## src/rtl/cs_coarse_pkg.sv

```systemverilog
package cs_coarse_pkg;

  // Shortest restart pulse the oscillator gating can honour
  localparam int unsigned MIN_RESTART_CYCLES = 2;

  typedef enum logic [1:0] {
    CS_IDLE    = 2'd0,
    CS_RESTART = 2'd1,
    CS_DECIDE  = 2'd2,
    CS_FINE    = 2'd3
  } cs_state_e;

endpackage

```

## src/rtl/cs_step_seq.sv

```systemverilog
// Walks the binary-search step list: halving powers of two, then a repeated 1.
module cs_step_seq #(
  parameter int WORD_W = 8
) (
  input  logic              clk,
  input  logic              rst,
  input  logic              clear,
  input  logic              advance,
  output logic [WORD_W-1:0] step,
  output logic              last
);
  localparam int NSTEPS = WORD_W;
  localparam int IDX_W  = $clog2(NSTEPS);

  logic [IDX_W-1:0]  idx_q;
  logic [WORD_W-1:0] step_lut [NSTEPS];

  genvar g;
  generate
    for (g = 0; g < NSTEPS; g++) begin : g_step
      if (g < NSTEPS - 1) begin : g_pow
        assign step_lut[g] = WORD_W'(1) << (NSTEPS - 2 - g);
      end else begin : g_tail
        assign step_lut[g] = WORD_W'(1);
      end
    end
  endgenerate

  assign last = (idx_q == IDX_W'(NSTEPS - 1));
  assign step = step_lut[idx_q];

  always_ff @(posedge clk) begin
    if (rst || clear) begin
      idx_q <= '0;
    end else if (advance && !last) begin
      idx_q <= idx_q + IDX_W'(1);
    end
  end

endmodule

```

## src/rtl/cs_accum.sv

```systemverilog
// Saturating add/subtract accumulator that holds the coarse word.
module cs_accum #(
  parameter int WORD_W = 8
) (
  input  logic              clk,
  input  logic              rst,
  input  logic              load_mid,
  input  logic              update,
  input  logic              up,
  input  logic [WORD_W-1:0] step,
  output logic [WORD_W-1:0] word
);
  localparam logic [WORD_W-1:0] MID  = WORD_W'(1) << (WORD_W - 1);
  localparam logic [WORD_W-1:0] FULL = '1;

  logic [WORD_W:0]   sum_ext;
  logic [WORD_W:0]   diff_ext;
  logic [WORD_W-1:0] word_nxt;

  always_comb begin
    sum_ext  = {1'b0, word} + {1'b0, step};
    diff_ext = {1'b0, word} - {1'b0, step};
    if (up) begin
      word_nxt = sum_ext[WORD_W] ? FULL : sum_ext[WORD_W-1:0];
    end else begin
      word_nxt = diff_ext[WORD_W] ? '0 : diff_ext[WORD_W-1:0];
    end
  end

  always_ff @(posedge clk) begin
    if (rst || load_mid) begin
      word <= MID;
    end else if (update) begin
      word <= word_nxt;
    end
  end

endmodule

```

## src/rtl/cs_pulse.sv

```systemverilog
// Restart pulse timer with a floor on the requested length.
module cs_pulse
  import cs_coarse_pkg::*;
#(
  parameter int LEN_W = 4
) (
  input  logic             clk,
  input  logic             rst,
  input  logic             fire,
  input  logic [LEN_W-1:0] len,
  output logic             active,
  output logic             ending
);
  localparam logic [LEN_W-1:0] FLOOR = LEN_W'(MIN_RESTART_CYCLES);

  logic [LEN_W-1:0] cnt_q;
  logic [LEN_W-1:0] eff_len;
  logic [LEN_W-1:0] reload;

  assign eff_len = (len < FLOOR) ? FLOOR : len;
  assign reload  = eff_len - LEN_W'(1);
  assign ending  = active && (cnt_q == '0);

  always_ff @(posedge clk) begin
    if (rst) begin
      active <= 1'b0;
      cnt_q  <= '0;
    end else if (fire) begin
      active <= 1'b1;
      cnt_q  <= reload;
    end else if (active) begin
      if (cnt_q == '0) begin
        active <= 1'b0;
      end else begin
        cnt_q <= cnt_q - LEN_W'(1);
      end
    end
  end

endmodule

```

## src/rtl/cs_coarse_tuner.sv

```systemverilog
// Coarse tuning search controller: restart, await verdict, step the word.
module cs_coarse_tuner
  import cs_coarse_pkg::*;
#(
  parameter int WORD_W = 8,
  parameter int LEN_W  = 4
) (
  input  logic              clk,
  input  logic              rst,
  input  logic              search_start,
  input  logic              decision_valid,
  input  logic              decision_slow,
  input  logic [LEN_W-1:0]  restart_cycles,
  output logic              restart_out,
  output logic [WORD_W-1:0] coarse_word,
  output logic              fine_mode
);
  cs_state_e         state_q, state_d;
  logic              take;
  logic              fire;
  logic              last_step;
  logic              pulse_end;
  logic [WORD_W-1:0] step;

  // A verdict counts only while waiting for one; start has priority
  assign take = (state_q == CS_DECIDE) && decision_valid && !search_start;
  assign fire = search_start || (take && !last_step);

  always_comb begin
    state_d = state_q;
    if (search_start) begin
      state_d = CS_RESTART;
    end else begin
      case (state_q)
        CS_RESTART: if (pulse_end) state_d = CS_DECIDE;
        CS_DECIDE:  if (decision_valid) state_d = last_step ? CS_FINE : CS_RESTART;
        default:    state_d = state_q;
      endcase
    end
  end

  always_ff @(posedge clk) begin
    if (rst) begin
      state_q   <= CS_IDLE;
      fine_mode <= 1'b0;
    end else begin
      state_q   <= state_d;
      fine_mode <= (state_d == CS_FINE);
    end
  end

  cs_step_seq #(.WORD_W(WORD_W)) u_steps (
    .clk     (clk),
    .rst     (rst),
    .clear   (search_start),
    .advance (take),
    .step    (step),
    .last    (last_step)
  );

  cs_accum #(.WORD_W(WORD_W)) u_accum (
    .clk      (clk),
    .rst      (rst),
    .load_mid (search_start),
    .update   (take),
    .up       (decision_slow),
    .step     (step),
    .word     (coarse_word)
  );

  cs_pulse #(.LEN_W(LEN_W)) u_pulse (
    .clk    (clk),
    .rst    (rst),
    .fire   (fire),
    .len    (restart_cycles),
    .active (restart_out),
    .ending (pulse_end)
  );

endmodule

```

## config.mk

```make
export PLATFORM = sky130hd
export DESIGN_NAME = cs_coarse_tuner
export DESIGN_NICKNAME = d
export VERILOG_FILES = /design/src/rtl/cs_coarse_pkg.sv /design/src/rtl/cs_step_seq.sv /design/src/rtl/cs_accum.sv /design/src/rtl/cs_pulse.sv /design/src/rtl/cs_coarse_tuner.sv
export SDC_FILE = /design/constraint.sdc
export NUM_CORES = 1
export LEC_CHECK = 0
export BUFFER_PORTS_ARGS = -buffer_cell sky130_fd_sc_hd__buf_4
export CAP_MARGIN = 25
export CORE_UTILIZATION = 60
export DETAILED_ROUTE_END_ITERATION = 7
export GPL_TIMING_DRIVEN = 0
export PLACE_DENSITY = 0.78
export SLEW_MARGIN = 20
export SYNTH_ARGS = -nofsm -noshare
export SYNTH_HDL_FRONTEND = slang
export SYNTH_SLANG_ARGS = --single-unit
export TNS_END_PERCENT = 50
```

## constraint.sdc

```tcl
create_clock -name clk -period 7.3 [get_ports clk]
set_input_delay 1.095 -clock clk [delete_from_list [all_inputs] [get_ports clk]]
set_output_delay 1.095 -clock clk [all_outputs]
set_load 0.01 [all_outputs]
```

==> results of run 1 <==
==> power groups by stage <==
stage / registers [mW] / clock network, mW / logic (mW)
after floorplan: 0.112 / 0 / 0.0209
after global placement: 0.112 / 0 / 0.0296
after global routing: 0.111 / 0.0609 / 0.0352
after CTS: 0.110 / 0.0567 / 0.0315
final: 0.110 / 0.0539 / 0.0316
after detailed placement: 0.112 / 0 / 0.0315
==> through the flow <==
stage               hold slack, ps  setup WS, ps  cell area [sq um]  instances
floorplan                      480          4690               1780        218
detailed placement             536          4300               1940        266
CTS                            553          4310               1970        270
global placement               514          4430               1940        266
finish                         551          4300               1970        270
global route                   570          4170               1970        270
==> final timing paths <==
path	startpoint	to	slack [ps]	cells past startpoint
hold reg to reg	u_pulse.cnt_q[1]	u_pulse.cnt_q[1]	550	2
setup reg to reg	u_steps.idx_q[1]	u_accum.word[7]	4300	10
setup / recovery	u_steps.idx_q[1]	u_accum.word[7]	4300	10
hold / removal	u_pulse.cnt_q[1]	u_pulse.cnt_q[1]	550	2
==> cells by family (layout without fill, tap and decap cells) <==
group | count (synthesis) | count (layout) | share of synthesized area (%)
and+or+nand+nor | 73 | 73 | 20.7
AOI/OAI and AO/OA | 65 | 65 | 27.9
buffers and inverters | 28 | 49 | 7.39
adders and majority gates | 25 | 25 | 18.5
DFF | 19 | 19 | 21.4
xor gates and xnor gates | 5 | 5 | 2.47
muxes | 3 | 3 | 1.69
==> synthesized netlist by cell type, types with 3 or more instances <==
master / n / area [sq um]
inv_1: 17 / 63.8
dfxtp_1: 19 / 380
xor2_1: 3 / 26.3
a211oi_1: 6 / 45.0
o21ai_0: 8 / 40.0
o221a_2: 3 / 33.8
a221oi_1: 4 / 35.0
or3_1: 3 / 18.8
or2_2: 3 / 18.8
or4_1: 3 / 22.5
nand2_1: 17 / 63.8
a21oi_1: 10 / 50.1
a21o_1: 5 / 37.5
clkbuf_1: 4 / 15.0
ha_1: 23 / 288
mux2i_1: 3 / 30.0
nor2_1: 25 / 93.8
and3_1: 3 / 18.8
nor3_1: 7 / 35.0
o31a_1: 3 / 26.3
buf_2: 3 / 15.0
==> routing by layer <==
layer / up-vias / part of all wire, % / GRT usage, %
li1: 837 / - / -
met1: 807 / 42 / 33.8
met2: 42 / 51 / 51.2
met3: 4 / 5.4 / 4.84
met4: 0 / 0.81 / 10.1
met5: - / 0 / 0
==> flip-flops by register name (all words and copies together), names as in the netlist <==
register        count
fine_mode           1
u_accum.word        8
u_pulse.cnt_q       4
state_q             2
u_pulse.active      1
u_steps.idx_q       3
==> critical path, stage by stage, from the launching register on <==
cell	delay (ps)
dfxtp_1	390
inv_1	90
ha_1	200
nand2_1	150
inv_1	100
fa_1	480
a211oi_4	320
o22ai_1	160
or4b_1	550
o41a_1	340
o31a_1	110
==> area by class of cell <==
class / count / area share [%]
repair buffers: 17 / 6.48
well taps: 31 / 1.97
clock buffers: 4 / 1.33
plain buffers: 11 / 3.43
multi-input cells: 171 / 64.2
inverters: 17 / 3.24
flip-flops and latches: 19 / 19.3
==> summary.md, run 1 <==
| Metric | Value |
|---|---|
| DRT Pass-1 Iters | `4` |
| CTS root buf | `clkbuf_4` |
| Syn nets | `approximately 250` |
| Int Power | `between 0.1 and 0.15 mW` |
| Ant. Diodes | `0` |
| Seq/Total Area, Yosys | `about 21%` |
| Layout cells sized above 1 | `16.3%` |
| Max Slew Vio Count | `0` |
| Initial antenna violation count | `0` |
| Die span in x | `around 56 microns` |
| Mapped Cells | `218` |
| Setup TNS | `0 ps` |
| Dpl hpwl | `between 3000 and 4000 microns` |
| Lkg Pwr | `~0.87 nW` |
| Final setup viols | `0` |
| Commonest non-fill, non-tap cell in the layout | `nor2_1` |
| First-pass GRT wire length | `around 7000 microns` |
| Number of distinct library cells after synthesis | `53` |
| Post-CTS Setup Inserts | `0` |
| EDFF count, synth | `0` |
| Die area | `between 3000 and 4000 sq um` |
| Worst IR Drop VDD | `around 0.000095 V` |
| CP startpoint kind | `flop` |
| Minimum clock period | `between 3000 and 4000 ps` |
| Max_slew headroom | `between 60 and 70%` |
| Switching power share of the total | `between 20% and 30%` |
| Num CTS Buffers | `3` |
| Final Hold Vio Count | `0` |
| DR WL/cell | `roughly 16 microns` |
| NumNets Final | `between 200 and 300` |
| Vias in the first global route | `about 1700` |
| Antenna-violating nets left | `0` |
| WL final | `4200 microns` |
| Grt total ovfl | `0` |
| Yosys warns | `0` |
| Crit-path max FO | `4` |
| DR DRC count | `0` |
| Layout Skew | `6.99 ps` |
| RePlAce Congestion | `slightly below 0.9` |
| Top FF cell, synth | `dfxtp_1` |
| Worst-Skew Late Latency | `around 300 ps` |
| Fin crit share | `41.1%` |
| Comb power frac | `around 16%` |
| Footprint of the multi-input gates | `1260 sq um` |
| Endpoint class of the critical path | `flop` |
| Critical Path AT | `between 3000 and 4000 ps` |
| Htree depth | `1` |
| CP Data Required Time | `between 7000 and 8000 ps` |
| Core ar. | `2780 sq um` |
| Largest net degree at the start of global routing | `11` |
| Clock Tree Buf Depth | `2` |
| Count of input and output buffers | `17` |
| Mapped Area | `~1800 sq um` |
| Filler instances | `approximately 250` |
| Flops & latches, synth | `19` |
| Peak Freq | `333 MHz` |
| Starting Density | `a little under two thirds` |
| Vias | `approximately 1700` |
| Reg power frac | `between 50% and 60%` |
| RSZ-0062 raised after global routing | `no` |
| Cell Pwr Density | `just under 100 nW/um^2` |
| Register Area | `~380 sq um` |
| CTS tree | `yes` |
| Worst-path clk slew | `~110 ps` |
| Routed vias/inst | `~6.3` |
| Mean post-synth cell area | `approximately 8 sq um` |
| Final Total Pwr | `around 0.20 mW` |
| Switching power | `0.0534 mW` |
| Max Cap Viol | `0` |
| Clock Power Share | `between 20 and 30%` |
| Core Rows | `19` |
| Overall routing resource usage | `between 20 and 30%` |
| Min-Delay Path Class | `reg2reg` |
| CTS sink count | `19` |
| Core Util, Final | `between 70% and 80%` |
| Status | `finished clean` |
| CTS resizes | `0` |
| # IOs | `19` |
| CTS hold repair buffers | `0` |
| Initial DRC Count | `a little over 100` |
| FFs w/ async S/R, synth | `0%` |
| Die height | `between 50 and 60 microns` |
| WS Path Type | `reg2reg` |
| Commonest non-fill, non-tap cells in the layout | `nor2_1 (25), ha_1 (23), buf_4 (19), dfxtp_1 (19)` |
| Syn-to-layout area delta | `10.8%` |
| Worst slew pin tran | `approximately 570 ps` |
(Power assumes the default switching activity.)
==> run 2, diff against run 1 <==
Settings changed: ABC_AREA set to 1, CORE_UTILIZATION 60 to 59, PLACE_DENSITY 0.78 to 0.77.
Clock period 7.3 ns to 2.8 ns, I/O delays scaled along.
==> run 2 against run 1 <==
  * Die area grew 5.8%
  * Cell area rose by 4.6%
  * Critical path type unchanged
  * Count of clock-buffer cells in the layout is the same
  * Register-to-register slack got worse by 4000 ps
  * Total power grew to 2.8 times the previous value
==> summary.md, run 2 <==
| Metric | Value |
|---|---|
| Status | `finished clean` |
| Routed vias/inst | `5.10 (-19%)` |
| Most used cell along the critical path | `nand2_1` |
| Endpoint class of the critical path | `flop` |
| Most frequent cell after synthesis | `nand2_1` |
| Top FF cell, synth | `dfxtp_1` |
| Critical Path AT | `2660 ps (-530 ps)` |
| CTS sink count | `19 (unchanged)` |
| Layout cells sized above 1 | `13.7% (-2.6 points)` |
| Num CTS Buffers | `3 (unchanged)` |
| WS Path Type | `reg2reg` |
| DR WL/cell | `11.2 microns (-28%)` |
| Filler instances | `265 (+5.2%)` |
| Initial DRC Count | `99 (-3.9%)` |
| Final Cell Area | `2060 sq um (+4.6%)` |
| Vias in the first global route | `1580 (-6.7%)` |
| Largest net degree at the start of global routing | `11 (unchanged)` |
| Antenna-violating nets left | `0 (unchanged)` |
| Min-Delay Path Class | `in2reg` |
| Worst slew pin tran | `434 ps (-133 ps)` |
| Worst-Skew Late Latency | `300 ps (about the same)` |
| Max FFs per register | `8 (unchanged)` |
| Fin worst setup slack | `343 ps (-3960 ps)` |
| Mean post-synth cell area | `6.35 sq um (-22%)` |
| Layout Skew | `5.43 ps (-1.56 ps)` |
| # IOs | `19 (unchanged)` |
| Final Total Pwr | `0.549 mW (+180%)` |
| Count of input and output buffers | `17 (unchanged)` |
| Syn nets | `326 (+29%)` |
| Seq/Total Area, Yosys | `20.5% (-0.88 points)` |
| EDFF count, synth | `0 (unchanged)` |
| Post-Place Worst Slack | `420 ps (-3880 ps)` |
| Initial antenna violation count | `0 (unchanged)` |
| RePlAce Congestion | `0.864 (-0.22%)` |
| Ant. Diodes | `0 (unchanged)` |
| Most area-consuming cells after synthesis | `dfxtp_1 (21%), ha_1 (16%), nand2_1 (15%)` |
| Clock Tree Buf Depth | `2 (unchanged)` |
| Worst IR Drop VDD | `0.000255 V (+170%)` |
| Final setup viols | `0 (unchanged)` |
| Placed Area | `2030 sq um (+4.6%)` |
| CTS root buf | `clkbuf_4` |
| Core Util, Final | `71.6% (+0.79 points)` |
| Commonest non-fill, non-tap cells in the layout | `nand2_1 (72), inv_1 (53), nand3_1 (29), nor2_1 (24), ha_1 (23)` |
| Largest stage delay, worst path | `440 ps (-110 ps)` |
| Peak Freq | `407 MHz (+22%)` |
| Register Area | `380 sq um (unchanged)` |
| Dpl hpwl | `3290 microns (-2.2%)` |
| NumNets Final | `348 (+27%)` |
| Max Slew Vio Count | `0 (unchanged)` |
| Setup slack, reg-to-reg | `340 ps (-3960 ps)` |
| Overall routing resource usage | `25.9% (-2.6 points)` |
| Post-CTS Setup Inserts | `0 (unchanged)` |
| DR DRC count | `0 (unchanged)` |
| Synth top area share | `20.5% (-0.88 points)` |
| Die height | `58.0 microns (+2.9%)` |
| Hold WS | `296 ps (-255 ps)` |
| Core Rows | `19 (unchanged)` |
| CTS hold repair buffers | `0 (unchanged)` |
| Vias | `1810 (+7.1%)` |
| Final Instance Count excl. Fillers | `355 (+31%)` |
| Core ar. | `2880 sq um (+3.4%)` |
| Minimum clock period | `2460 ps (-545 ps)` |
| Cell Pwr Density | `266 nW/um^2 (+170%)` |
| Flops & latches, synth | `19 (unchanged)` |
| WL final | `3990 microns (-5.0%)` |
| Largest registers | `u_accum.word x8, u_pulse.cnt_q x4, u_steps.idx_q x3` |
| Max_slew headroom | `71.1% (+9.0 points)` |
| Commonest non-fill, non-tap cell in the layout | `nand2_1` |
| Die span in x | `58.0 microns (+2.9%)` |
| CTS resizes | `0 (unchanged)` |
| Most flops, register | `u_accum.word` |
| Syn-to-layout area delta | `11.1%` |
| CP max stage cell | `fa_1` |
| Htree depth | `1 (unchanged)` |
| Area leader, netlist | `dfxtp_1` |
| Mapped Area | `1850 sq um (+4.3%)` |
| Max Cap Viol | `0 (unchanged)` |
| FFs w/ async S/R, synth | `0% (unchanged)` |
| Fin crit share | `87.8% (+47 points)` |
| Number of distinct library cells after synthesis | `31 (-42%)` |
| Starting Density | `64.4% (+0.54 points)` |
| Crit-path max FO | `7 (+3)` |
| Cells after DPL | `351 (+32%)` |
| Grt total ovfl | `0 (unchanged)` |
| CP startpoint kind | `flop` |
| CP Data Required Time | `3000 ps (-4490 ps)` |
| CTS tree | `yes` |
| Setup TNS | `0 ps (unchanged)` |
| Die area | `3370 sq um (+5.8%)` |
| Commonest cells in the netlist | `nand2_1 (72), inv_1 (53), nand3_1 (29), nor2_1 (24), ha_1 (23)` |
| Footprint of the multi-input gates | `1240 sq um (-2.1%)` |
| Mapped Cells | `292 (+34%)` |
| Worst-path clk slew | `110 ps (about the same)` |
| Crit path cell chain | `inv_1 -> ha_1 -> nand2_1 -> inv_1 -> fa_1 -> nand2_1 -> nand3_1 -> nand3_1 -> nand3_2 -> a21oi_4 -> nand2_1 -> nor2_1 -> nor2_1` |
| Yosys warns | `0 (unchanged)` |
| Lkg Pwr | `1.19 nW (+36%)` |
| First-pass GRT wire length | `6830 microns (-4.8%)` |
| Final Hold Vio Count | `0 (unchanged)` |
| RSZ-0062 raised after global routing | `no` |
| DRT Pass-1 Iters | `4 (unchanged)` |
-- run 2: cell count changes after synthesis, moves of 4 or more --
cell / previous run / this run
nand2_1: 17 / 72
inv_1: 17 / 53
nand3_1: 2 / 29
o21ai_0: 8 / 20
a211oi_1: 6 / 0
nor3_1: 7 / 1
a21o_1: 5 / 0
a221oi_1: 4 / 0
-- run 2: power breakdown --
group / leakage (nW) / internal (mW) / switching (mW)
Clock: 0.0150 / 0.0555 / 0.0858
Sequential: 0.155 / 0.283 / 0.00833
Combinational: 1.02 / 0.0455 / 0.0710
-- run 2: critical path: cells and delay by family, from the launching register on --
family / cells / cell delay, ps
buf+inv: 2 / 190
compound gates: 1 / 260
fa+ha+maj: 2 / 640
flops: 1 / 390
simple gates: 8 / 890
-- run 2: worst paths after layout --
kind                         start               end  cells after the start
setup / recovery  u_steps.idx_q[1]   u_accum.word[5]                     13
hold / removal                 rst        state_q[0]                      2
setup reg to reg  u_steps.idx_q[1]   u_accum.word[5]                     13
hold reg to reg   u_pulse.cnt_q[3]  u_pulse.cnt_q[3]                      2
-- run 2: layout make-up --
cell class	count	area share [%]
inverter	56	10.2
sequential	19	18.5
multi-input combinational	213	60.1
buffer	4	1.15
clock buffer	4	1.28
tap	42	2.55
timing repair buffer	17	6.20
-- run 2: cells by family after synthesis --
family	after synthesis	share of synthesized area [%]
flops	19	20.5
fa+ha+maj	25	17.7
compound gates	40	12.6
xor+xnor	2	0.945
buf+inv	60	12.6
simple gates	146	35.7
-- run 2: metal layers --
layer | vias to the layer above | GRT usage [%] | part of all wire (%)
met5 | - | 0 | 0
met4 | 0 | 4.08 | 0.50
met3 | 2 | 3.57 | 3.5
met2 | 30 | 43.0 | 46
met1 | 816 | 36.2 | 50
li1 | 962 | - | -
